==> src/rtl/xcvr_pkg.sv <==
// Shared definitions for the registered bus transceiver.
// Assumes: one selector bit per direction, 0 = live, 1 = stored.
package xcvr_pkg;
    typedef enum logic {
        SRC_LIVE   = 1'b0,
        SRC_STORED = 1'b1
    } src_sel_e;
endpackage

==> src/rtl/xcvr_store_reg.sv <==
// Capture register for one direction of one group.
// Loads d on a clock edge where cap is high; otherwise holds.
// Assumes: synchronous active-low reset has priority over cap.
module xcvr_store_reg #(
    parameter int W = 8
) (
    input  logic         clk,
    input  logic         rst_n,
    input  logic         cap,
    input  logic [W-1:0] d,
    output logic [W-1:0] q
);
    // Purpose: clear on reset, load on strobe, hold otherwise.
    always_ff @(posedge clk) begin
        if (!rst_n)
            q <= '0;
        else if (cap)
            q <= d;
    end


    capture_load_chk: assert property (@(posedge clk) disable iff (!rst_n)
        (cap && rst_n) |=> (q == $past(d)));


    capture_hold_chk: assert property (@(posedge clk) disable iff (!rst_n)
        (!cap && $past(rst_n)) |=> $stable(q));
endmodule

==> src/rtl/xcvr_drive_ctl.sv <==
// Output steering for one group: picks live or stored data per direction
// and enables at most one bus according to oe_n and dir.
// Assumes: disabled outputs are driven to zero so idle values are known.
module xcvr_drive_ctl
    import xcvr_pkg::*;
#(
    parameter int W = 8
) (
    input  logic         oe_n,
    input  logic         dir,
    input  logic         sel_ab,
    input  logic         sel_ba,
    input  logic [W-1:0] a_live,
    input  logic [W-1:0] b_live,
    input  logic [W-1:0] q_ab,
    input  logic [W-1:0] q_ba,
    output logic [W-1:0] a_out,
    output logic [W-1:0] a_oe,
    output logic [W-1:0] b_out,
    output logic [W-1:0] b_oe
);
    logic     drive_a;
    logic     drive_b;
    src_sel_e src_b;
    src_sel_e src_a;

    // Purpose: decode which bus this group drives.
    always_comb begin
        drive_b = !oe_n && dir;
        drive_a = !oe_n && !dir;
        src_b   = src_sel_e'(sel_ab);
        src_a   = src_sel_e'(sel_ba);
    end

    // Purpose: steer B-bus data and enables.
    always_comb begin
        b_oe  = {W{drive_b}};
        b_out = '0;
        if (drive_b)
            b_out = (src_b == SRC_STORED) ? q_ab : a_live;
    end

    // Purpose: steer A-bus data and enables.
    always_comb begin
        a_oe  = {W{drive_a}};
        a_out = '0;
        if (drive_a)
            a_out = (src_a == SRC_STORED) ? q_ba : b_live;
    end
endmodule

==> src/rtl/xcvr_group.sv <==
// One independent transceiver group: two capture registers plus steering.
// Assumes: strobes are single-cycle enables on the system clock.
module xcvr_group #(
    parameter int W = 8
) (
    input  logic         clk,
    input  logic         rst_n,
    input  logic         dir,
    input  logic         oe_n,
    input  logic         cap_ab,
    input  logic         cap_ba,
    input  logic         sel_ab,
    input  logic         sel_ba,
    input  logic [W-1:0] a_in,
    input  logic [W-1:0] b_in,
    output logic [W-1:0] a_out,
    output logic [W-1:0] a_oe,
    output logic [W-1:0] b_out,
    output logic [W-1:0] b_oe
);
    logic [W-1:0] q_ab;
    logic [W-1:0] q_ba;

    xcvr_store_reg #(.W(W)) u_reg_ab (
        .clk(clk), .rst_n(rst_n), .cap(cap_ab), .d(a_in), .q(q_ab)
    );

    xcvr_store_reg #(.W(W)) u_reg_ba (
        .clk(clk), .rst_n(rst_n), .cap(cap_ba), .d(b_in), .q(q_ba)
    );

    xcvr_drive_ctl #(.W(W)) u_drive (
        .oe_n(oe_n), .dir(dir), .sel_ab(sel_ab), .sel_ba(sel_ba),
        .a_live(a_in), .b_live(b_in), .q_ab(q_ab), .q_ba(q_ba),
        .a_out(a_out), .a_oe(a_oe), .b_out(b_out), .b_oe(b_oe)
    );


    oe_exclusive_chk: assert property (@(posedge clk) disable iff (!rst_n)
        !((|a_oe) && (|b_oe)));


    isolate_chk: assert property (@(posedge clk) disable iff (!rst_n)
        oe_n |-> (a_oe == '0 && b_oe == '0 && a_out == '0 && b_out == '0));


    stored_b_chk: assert property (@(posedge clk) disable iff (!rst_n)
        (!oe_n && dir && sel_ab) |-> (b_out == q_ab));


    stored_a_chk: assert property (@(posedge clk) disable iff (!rst_n)
        (!oe_n && !dir && sel_ba) |-> (a_out == q_ba));
endmodule

==> src/rtl/dual_bus_xcvr.sv <==
// Top level: GROUPS independent transceiver groups of GROUP_W bits each.
// Assumes: tri-state pads are built outside from the out/oe vectors.
module dual_bus_xcvr #(
    parameter int GROUPS  = 2,
    parameter int GROUP_W = 8,
    localparam int BUS_W  = GROUPS * GROUP_W
) (
    input  logic              clk,
    input  logic              rst_n,
    input  logic [BUS_W-1:0]  a_in,
    output logic [BUS_W-1:0]  a_out,
    output logic [BUS_W-1:0]  a_oe,
    input  logic [BUS_W-1:0]  b_in,
    output logic [BUS_W-1:0]  b_out,
    output logic [BUS_W-1:0]  b_oe,
    input  logic [GROUPS-1:0] dir,
    input  logic [GROUPS-1:0] oe_n,
    input  logic [GROUPS-1:0] cap_ab,
    input  logic [GROUPS-1:0] cap_ba,
    input  logic [GROUPS-1:0] sel_ab,
    input  logic [GROUPS-1:0] sel_ba
);
    // Purpose: replicate one group per control set.
    for (genvar g = 0; g < GROUPS; g++) begin : g_grp
        xcvr_group #(.W(GROUP_W)) u_grp (
            .clk   (clk),
            .rst_n (rst_n),
            .dir   (dir[g]),
            .oe_n  (oe_n[g]),
            .cap_ab(cap_ab[g]),
            .cap_ba(cap_ba[g]),
            .sel_ab(sel_ab[g]),
            .sel_ba(sel_ba[g]),
            .a_in  (a_in [g*GROUP_W +: GROUP_W]),
            .b_in  (b_in [g*GROUP_W +: GROUP_W]),
            .a_out (a_out[g*GROUP_W +: GROUP_W]),
            .a_oe  (a_oe [g*GROUP_W +: GROUP_W]),
            .b_out (b_out[g*GROUP_W +: GROUP_W]),
            .b_oe  (b_oe [g*GROUP_W +: GROUP_W])
        );
    end
endmodule

==> config.mk <==
export PLATFORM = sky130hd
export DESIGN_NAME = dual_bus_xcvr
export DESIGN_NICKNAME = d
export VERILOG_FILES = /design/src/rtl/xcvr_pkg.sv /design/src/rtl/xcvr_store_reg.sv /design/src/rtl/xcvr_drive_ctl.sv /design/src/rtl/xcvr_group.sv /design/src/rtl/dual_bus_xcvr.sv
export SDC_FILE = /design/constraint.sdc
export NUM_CORES = 1
export LEC_CHECK = 0
export ABC_CLOCK_PERIOD_IN_PS = 2300
export BUFFER_PORTS_ARGS = -buffer_cell sky130_fd_sc_hd__buf_2
export CELL_PAD_IN_SITES_DETAIL_PLACEMENT = 1
export CELL_PAD_IN_SITES_GLOBAL_PLACEMENT = 1
export CORE_MARGIN = 4
export CORE_UTILIZATION = 34
export DETAILED_ROUTE_END_ITERATION = 6
export PLACE_DENSITY_LB_ADDON = 0.1
export SLEW_MARGIN = 20
export SYNTH_ARGS = -nofsm -noshare
export SYNTH_HDL_FRONTEND = slang
export SYNTH_SLANG_ARGS = --single-unit
==> constraint.sdc <==
create_clock -name clk -period 2.3 [get_ports clk]
set_clock_uncertainty 0.1 [all_clocks]
set_input_delay 0.345 -clock clk [delete_from_list [all_inputs] [get_ports clk]]
set_output_delay 0.345 -clock clk [all_outputs]
set_load 0.02 [all_outputs]
== After elaboration in Yosys (flattened, before gate mapping) ==
Index checks and enable logic that the tools add are counted.
Storage, ports and cells
  register bits after elaboration: 32
  output and inout bits: 64
  logic and storage cells: 20
Cells by class
  muxes and demuxes: 8
  reductions and logical operators: 8
Operators with widths (number)
  8-bit 2-to-1 mux: 8
  1-bit logical AND: 4
  1-bit logical NOT: 4

== Longest topological paths before layout ==
Gate-level depths: netlist (run 1).
  depth after elaboration: 3
  depth in mapped cells: 4
  mapped depth without buffers: 2

== Hierarchy ==
From an unflattened synthesis (run 1), not the netlist that was laid out.
Unflattened totals
  cells, all modules: 212
  area total of the unflattened synthesis: 1989.4 um2
Modules (own cells, without submodules)
  xcvr_store_reg: instances 4, cells each 25, area an instance 301.5 um2
  xcvr_drive_ctl: instances 2, cells each 56, area an instance 391.6 um2

== Worst setup path after synthesis (run 1) ==
OpenSTA, ideal clock, no wires.
  path type: input port to output port
  from: input port dir[0]
  to: output port a_out[0]
  data arrival time: 0.999 ns
  required time: 1.855 ns
  slack: 0.856 ns
  stages: 3
  cells stage by stage: or2_1 -> buf_6 -> nor2_1
Between the ends
  longest elaborated chain between the ends: 3
RTL lines
  start, declared: RTL line dual_bus_xcvr.sv:16  | input logic [GROUPS-1:0] dir,
  1-bit logical NOT: RTL line xcvr_drive_ctl.sv:30  | drive_a = !oe_n && !dir;
  1-bit logical AND: RTL line xcvr_drive_ctl.sv:30
  8-bit 2-to-1 mux: RTL line xcvr_drive_ctl.sv:47  | if (drive_a)
  end, declared: RTL line dual_bus_xcvr.sv:11  | output logic [BUS_W-1:0] a_out,
Every way passes these cells.

== Worst setup path in the final report (run 1) ==
  from: input port oe_n[0]
  to: output port b_oe[4]
Between the ends
  longest elaborated chain between the ends: 2
RTL lines
  start, declared: RTL line dual_bus_xcvr.sv:17  | input logic [GROUPS-1:0] oe_n,
  1-bit logical NOT: RTL line xcvr_drive_ctl.sv:29  | drive_b = !oe_n && dir;
  1-bit logical AND: RTL line xcvr_drive_ctl.sv:29
  end, declared: RTL line dual_bus_xcvr.sv:15  | output logic [BUS_W-1:0] b_oe,
Every way passes these cells.

==> flow_metrics.py, run 1 <==
metrics = {
    "outcome": {
        "status": "finished clean",
    },
    "sta": {
        "fin_setup_tns_ns": 0,
        "setup_viol": 0,
        "rsz0062_at_grt": "false",
        "period_minus_slack_ns": 1.65,
        "hold_viol": 0,
        "slew_violations": 0,
        "max_slew_margin_pct": 69.8,
        "fmax_mhz": 608,
        "fin_ws_ns": 0.655,
        "worstMarginPinSlew_ns": 0.453,
        "period_share_pct": 71.5,
        "whs_ns": 0.239,
    },
    "yosys": {
        "yosysSeqAreaShare_pct": 32.2,
        "syn_nets": 261,
        "ys_ff_latch": 32,
        "yosysTopAreaCell": "dfxtp_1",
        "synthSimpleGateAreaFrac_pct": 17.4,
        "synth_top_area_share_pct": 32.2,
        "synth.distinct_cells": 12,
        "syn-cell-area_um2": 1990,
        "synth_top_family_by_area": "multiplexers",
        "yosysWarnings": 0,
        "synthMuxAreaShare_pct": 32.2,
        "avgSynthCellArea_um2": 9.25,
        "synth.area.top_cells": "dfxtp_1, mux2i_1, buf_4",
        "synth_compound_gate_area_share_pct": 0,
        "synthesis.instances": 215,
        "synth-xor-area-share_pct": 0,
        "synth_adder_area_share_pct": 0,
    },
    "floorplan": {
        "ios": 110,
        "dieArea_um2": 7140,
        "die_h_um": 84.5,
        "rows": 27,
        "initial_core_util_pct": 35.7,
        "die_w_um": 84.5,
        "core_area_um2": 5570,
    },
    "finish": {
        "nets": 330,
        "fillers": 710,
        "ff_latch_area_um2": 641,
        "multiInputGateArea_um2": 986,
        "area_growth_pct": 19.1,
        "final_cell_mix": "buf_2, mux2i_1, nor2_1, nor2b_1, dfxtp_1",
        "final_common_cell": "buf_2",
        "antenna_cells": 0,
        "drive_above_1_share_pct": 41.1,
        "instances_no_fill": 357,
    },
    "cts": {
        "ctsHoldBuffers": 0,
        "cts_buffers": 5,
        "clk_latency_ns": 0.28,
        "cts_resized": 0,
        "cts_setup_buffers": 0,
        "htree_levels": 2,
        "root_buffer": "clkbuf_8",
        "cts_tree": "done",
        "clock_sinks": 32,
        "path_clk_slew_ns": 0.07,
        "clock_path_buffers": 2,
    },
    "global_route": {
        "track_usage_pct": 13.0,
        "first_global_vias": 1651,
        "grt_pass1_wl_um": 7560,
        "grt.overflow.total": 0,
        "antenna_found_initial": 0,
        "grt_max_degree": 33,
    },
    "detailed_routing": {
        "wl_met2_um": 2140,
        "vias_per_cell": 4.45,
        "wl_met1_um": 1880,
        "vias": 1587,
        "postRouteAntennaNets": 0,
        "top_layer": "met4",
        "wl_per_cell_um": 12.6,
        "drt-total-wl_um": 4510,
        "drc_errors": 0,
        "firstDrtPassIters": 3,
        "wl_met3_um": 420,
        "drt_iter0_drc": 23,
    },
    "worst_setup_path": {
        "cp-end-kind": "primary output",
        "crit_chain": "buf_2 > nand2b_1 > inv_1 > buf_2",
        "crit_family": "buffers and inverters",
        "critPathArrivalTime_ns": 1.20,
        "cp-start-kind": "input port",
        "cp_slowest_cell": "nand2b_1",
        "max_stage_delay_ns": 0.31,
        "crit_path_max_fanout": 9,
        "path_class": "in2out",
        "crit_top_cell": "buf_2",
        "required_ns": 1.86,
        "critPathBufInv": 3,
    },
    "power": {
        "vdd_ir_drop_max_uv": 330,
        "powerDensity_nw_per_um2": 572,
        "leakage_uw": 0.00132,
    },
    "place": {
        "pre_cts_ws_ns": 0.630,
        "placed_cells": 349,
        "portBuffers": 109,
        "dp_hpwl_um": 3610,
        "finalWeightedCongestion": 0.739,
    },
    "run": {
        "maxCapViolations": 0,
    },
    "hold_path": {
        "hold_class": "in2reg",
    },
}
## synth_stat cells
master and count:
buf_2 4, or2_1 2, mux2i_1 64, clkbuf_1 1, nand2b_1 2, nor2b_1 32, buf_6 2, nor2_1 32
inv_1 2, dfxtp_1 32, inv_2 2, buf_4 40
## through the flow
step / power (uW) / util, % / area (um^2)
2_1_floorplan: 874 / - / 1990
3_3_place_gp: 933 / 40.9 / 2280
3_5_place_dp: 938 / 40.9 / 2280
4_1_cts: 1380 / 42.5 / 2370
5_1_grt: 1430 / 42.5 / 2370
6_report: 1350 / 42.5 / 2370
## registers in the layout (all words and copies together), names as in the netlist
register	flops
g_grp.u_grp.u_reg_ba.q	16
g_grp.u_grp.u_reg_ab.q	16
## area by class of cell
type | count | share of cell area (%)
Clock buffer | 8 | 3.81
Tap cell | 72 | 3.81
Sequential cell | 32 | 27.1
Multi-Input combinational cell | 132 | 41.6
Timing Repair Buffer | 109 | 23.0
Inverter | 4 | 0.634
## tightest hold or removal path, stage by stage
cell	delay (ns)
buf_2	0.09
mux2i_1	0.06
nor2b_1	0.09
## layer usage
layer	vias up	global-route usage [%]
li1	805	-
met1	711	14.3
met2	63	22.7
met3	8	4.81
met4	0	5.18
met5	-	0
## report_power, final
| part | leakage (uW) | internal [uW] | switching, uW |
|---|---|---|---|
| clock | 0.0000455 | 244 | 189 |
| sequential | 0.000264 | 588 | 15.6 |
| combinational | 0.00101 | 134 | 182 |
| total | 0.00132 | 966 | 387 |
## worst paths after layout
path / startpoint / endpoint / cells after the start / slack [ns]
max: oe_n[0] / b_oe[4] / 4 / 0.65
min: a_in[1] / g_grp[0].u_grp.u_reg_ab.q[1] / 3 / 0.24
max reg2reg: g_grp[1].u_grp.u_reg_ab.q[5] / g_grp[1].u_grp.u_reg_ab.q[5] / 2 / 1.56
min reg2reg: g_grp[1].u_grp.u_reg_ba.q[5] / g_grp[1].u_grp.u_reg_ba.q[5] / 2 / 0.42
## cell families after synthesis
family / count (synthesis)
flip-flops: 32
AND/OR/NAND/NOR: 68
buffers and inverters: 51
multiplexers: 64
(Power assumes the default switching activity.)
==> inputs of run 2 (changes only) <==
Settings changed: ABC_AREA set to 1, ABC_CLOCK_PERIOD_IN_PS 2300 to 1600, CORE_UTILIZATION 34 to 28.
Clock period 2.3 ns to 1.6 ns, I/O delays scaled along.
==> flow_metrics.py, run 2 <==
metrics = {
    "outcome": {
        "status": "finished clean",
    },
    "hold_path": {
        "hold_class": "in2reg",
    },
    "worst_setup_path": {
        "required_ns": 1.26,
        "cp-start-kind": "register",
        "crit_family": "flip-flops",
        "crit_top_cell": "nand2_1",
        "critPathArrivalTime_ns": 1.03,
        "cp-end-kind": "primary output",
        "r2r_slack_ns": 0.90,
        "cp_slowest_cell": "dfxtp_1",
        "critPathBufInv": 2,
        "max_stage_delay_ns": 0.34,
        "path_class": "reg2out",
        "crit_path_max_fanout": 2,
        "crit_chain": "inv_1 > nand2_1 > nand2_1 > nor2_1 > buf_2",
    },
    "sta": {
        "fmax_mhz": 732,
        "fin_ws_ns": 0.234,
        "period_share_pct": 85.4,
        "hold_viol": 0,
        "worstMarginPinSlew_ns": 0.349,
        "max_slew_margin_pct": 76.7,
        "slew_violations": 0,
        "setup_viol": 0,
        "whs_ns": 0.0966,
        "period_minus_slack_ns": 1.37,
        "rsz0062_at_grt": "false",
        "fin_setup_tns_ns": 0,
    },
    "floorplan": {
        "initial_core_util_pct": 28.7,
        "core_area_um2": 6760,
        "dieArea_um2": 8320,
        "die_h_um": 91.2,
        "ios": 110,
        "die_w_um": 91.2,
        "rows": 30,
    },
    "cts": {
        "root_buffer": "clkbuf_8",
        "clock_path_buffers": 2,
        "cts_resized": 0,
        "cts_setup_buffers": 0,
        "cts_tree": "done",
        "clk_latency_ns": 0.28,
        "cts_buffers": 5,
        "path_clk_slew_ns": 0.07,
        "clock_sinks": 32,
        "ctsHoldBuffers": 0,
        "htree_levels": 2,
    },
    "finish": {
        "area_growth_pct": 21.4,
        "antenna_cells": 0,
        "final_common_cell": "buf_2",
        "ff_latch_area_um2": 641,
        "multiInputGateArea_um2": 871,
        "fillers": 935,
        "stdcell_area_um2": 2350,
        "top_regs": "g_grp.u_grp.u_reg_ab.q (16), g_grp.u_grp.u_reg_ba.q (16)",
        "nets": 433,
        "final_cell_mix": "buf_2, nor2_1, nand2_1",
        "drive_above_1_share_pct": 33.0,
    },
    "yosys": {
        "yosysTopAreaCell": "dfxtp_1",
        "yosysSeqAreaShare_pct": 33.1,
        "synth.distinct_cells": 11,
        "async_reset_ff_share_pct": 0,
        "syn-cell-area_um2": 1940,
        "ys_top_cells_by_count": "nor2_1, nand2_1, buf_4, dfxtp_1, o21ai_1",
        "synth.area.top_cells": "dfxtp_1, nor2_1, nand2_1",
        "avgSynthCellArea_um2": 6.23,
        "yosysWarnings": 0,
        "synth.most_common_cell": "nor2_1",
        "synth_edf_count": 0,
        "syn_nets": 357,
        "synthesis.instances": 311,
        "synth_top_area_share_pct": 33.1,
        "ys.flop_type": "dfxtp_1",
        "ys_ff_latch": 32,
    },
    "detailed_routing": {
        "firstDrtPassIters": 4,
        "wl_per_cell_um": 11.8,
        "postRouteAntennaNets": 0,
        "vias": 2020,
        "drt-total-wl_um": 5540,
        "drc_errors": 0,
        "vias_per_cell": 4.32,
        "drt_iter0_drc": 29,
    },
    "power": {
        "powerDensity_nw_per_um2": 852,
        "vdd_ir_drop_max_uv": 342,
        "leakage_uw": 0.00131,
    },
    "place": {
        "dp_hpwl_um": 4080,
        "portBuffers": 109,
        "finalWeightedCongestion": 0.755,
        "post_dp_cell_area_um2": 2260,
        "pre_cts_ws_ns": 0.225,
    },
    "global_route": {
        "grt.overflow.total": 0,
        "antenna_found_initial": 0,
        "track_usage_pct": 13.3,
        "first_global_vias": 2043,
        "grt_pass1_wl_um": 9380,
        "grt_max_degree": 33,
    },
    "run": {
        "maxCapViolations": 0,
    },
}
run 2: tightest hold or removal path, cell delays in order:
cell and delay [ns]:
buf_2 0.09, nor2_1 0.04, nor2_1 0.08
run 2: final timing paths:
check / from / end / cells past startpoint
worst min-delay path: b_in[11] / g_grp[1].u_grp.u_reg_ba.q[3] / 3
worst max register to register: g_grp[0].u_grp.u_reg_ba.q[1] / g_grp[0].u_grp.u_reg_ba.q[1] / 2
worst max-delay path: g_grp[0].u_grp.u_reg_ba.q[1] / a_out[1] / 5
worst min register to register: g_grp[1].u_grp.u_reg_ab.q[5] / g_grp[1].u_grp.u_reg_ab.q[5] / 2
run 2: cell families (layout without fill, tap and decap cells):
logic type	Yosys count	in the layout	synth area share [%]
simple gates	164	164	32.5
buf+inv	67	144	22.0
compound gates	48	48	12.4
flops	32	32	33.1
run 2: final cells by class:
class                      instances  area share (%)
tap                               80            4.26
timing repair buffer             110            23.5
sequential                        32            27.2
clock buffer                       8            3.83
multi-input combinational        212            37.0
inverter                          26            4.15
run 2: through the flow:
stage / instances / utilization, % / total power [uW]
finish: 468 / 34.8 / 2010
global route: 468 / 34.8 / 2150
CTS: 468 / 34.8 / 2050
detailed placement: 460 / 33.5 / 1380
global placement: 460 / 33.5 / 1380
floorplan: 311 / - / 1250
run 2: per-layer routing:
| layer | share of wire, % | up-vias | global-route usage [%] |
|---|---|---|---|
| li1 | - | 1067 | - |
| met1 | 47 | 892 | 16.7 |
| met2 | 46 | 55 | 22.3 |
| met3 | 6.1 | 6 | 3.73 |
| met4 | 1.1 | 0 | 3.77 |
| met5 | 0 | - | 0 |
run 2: where the power goes:
group | switching [uW] | leakage (uW) | internal (uW)
Sequential | 27.5 | 0.000266 | 853
Clock | 295 | 0.0000455 | 351
Combinational | 315 | 0.00100 | 164
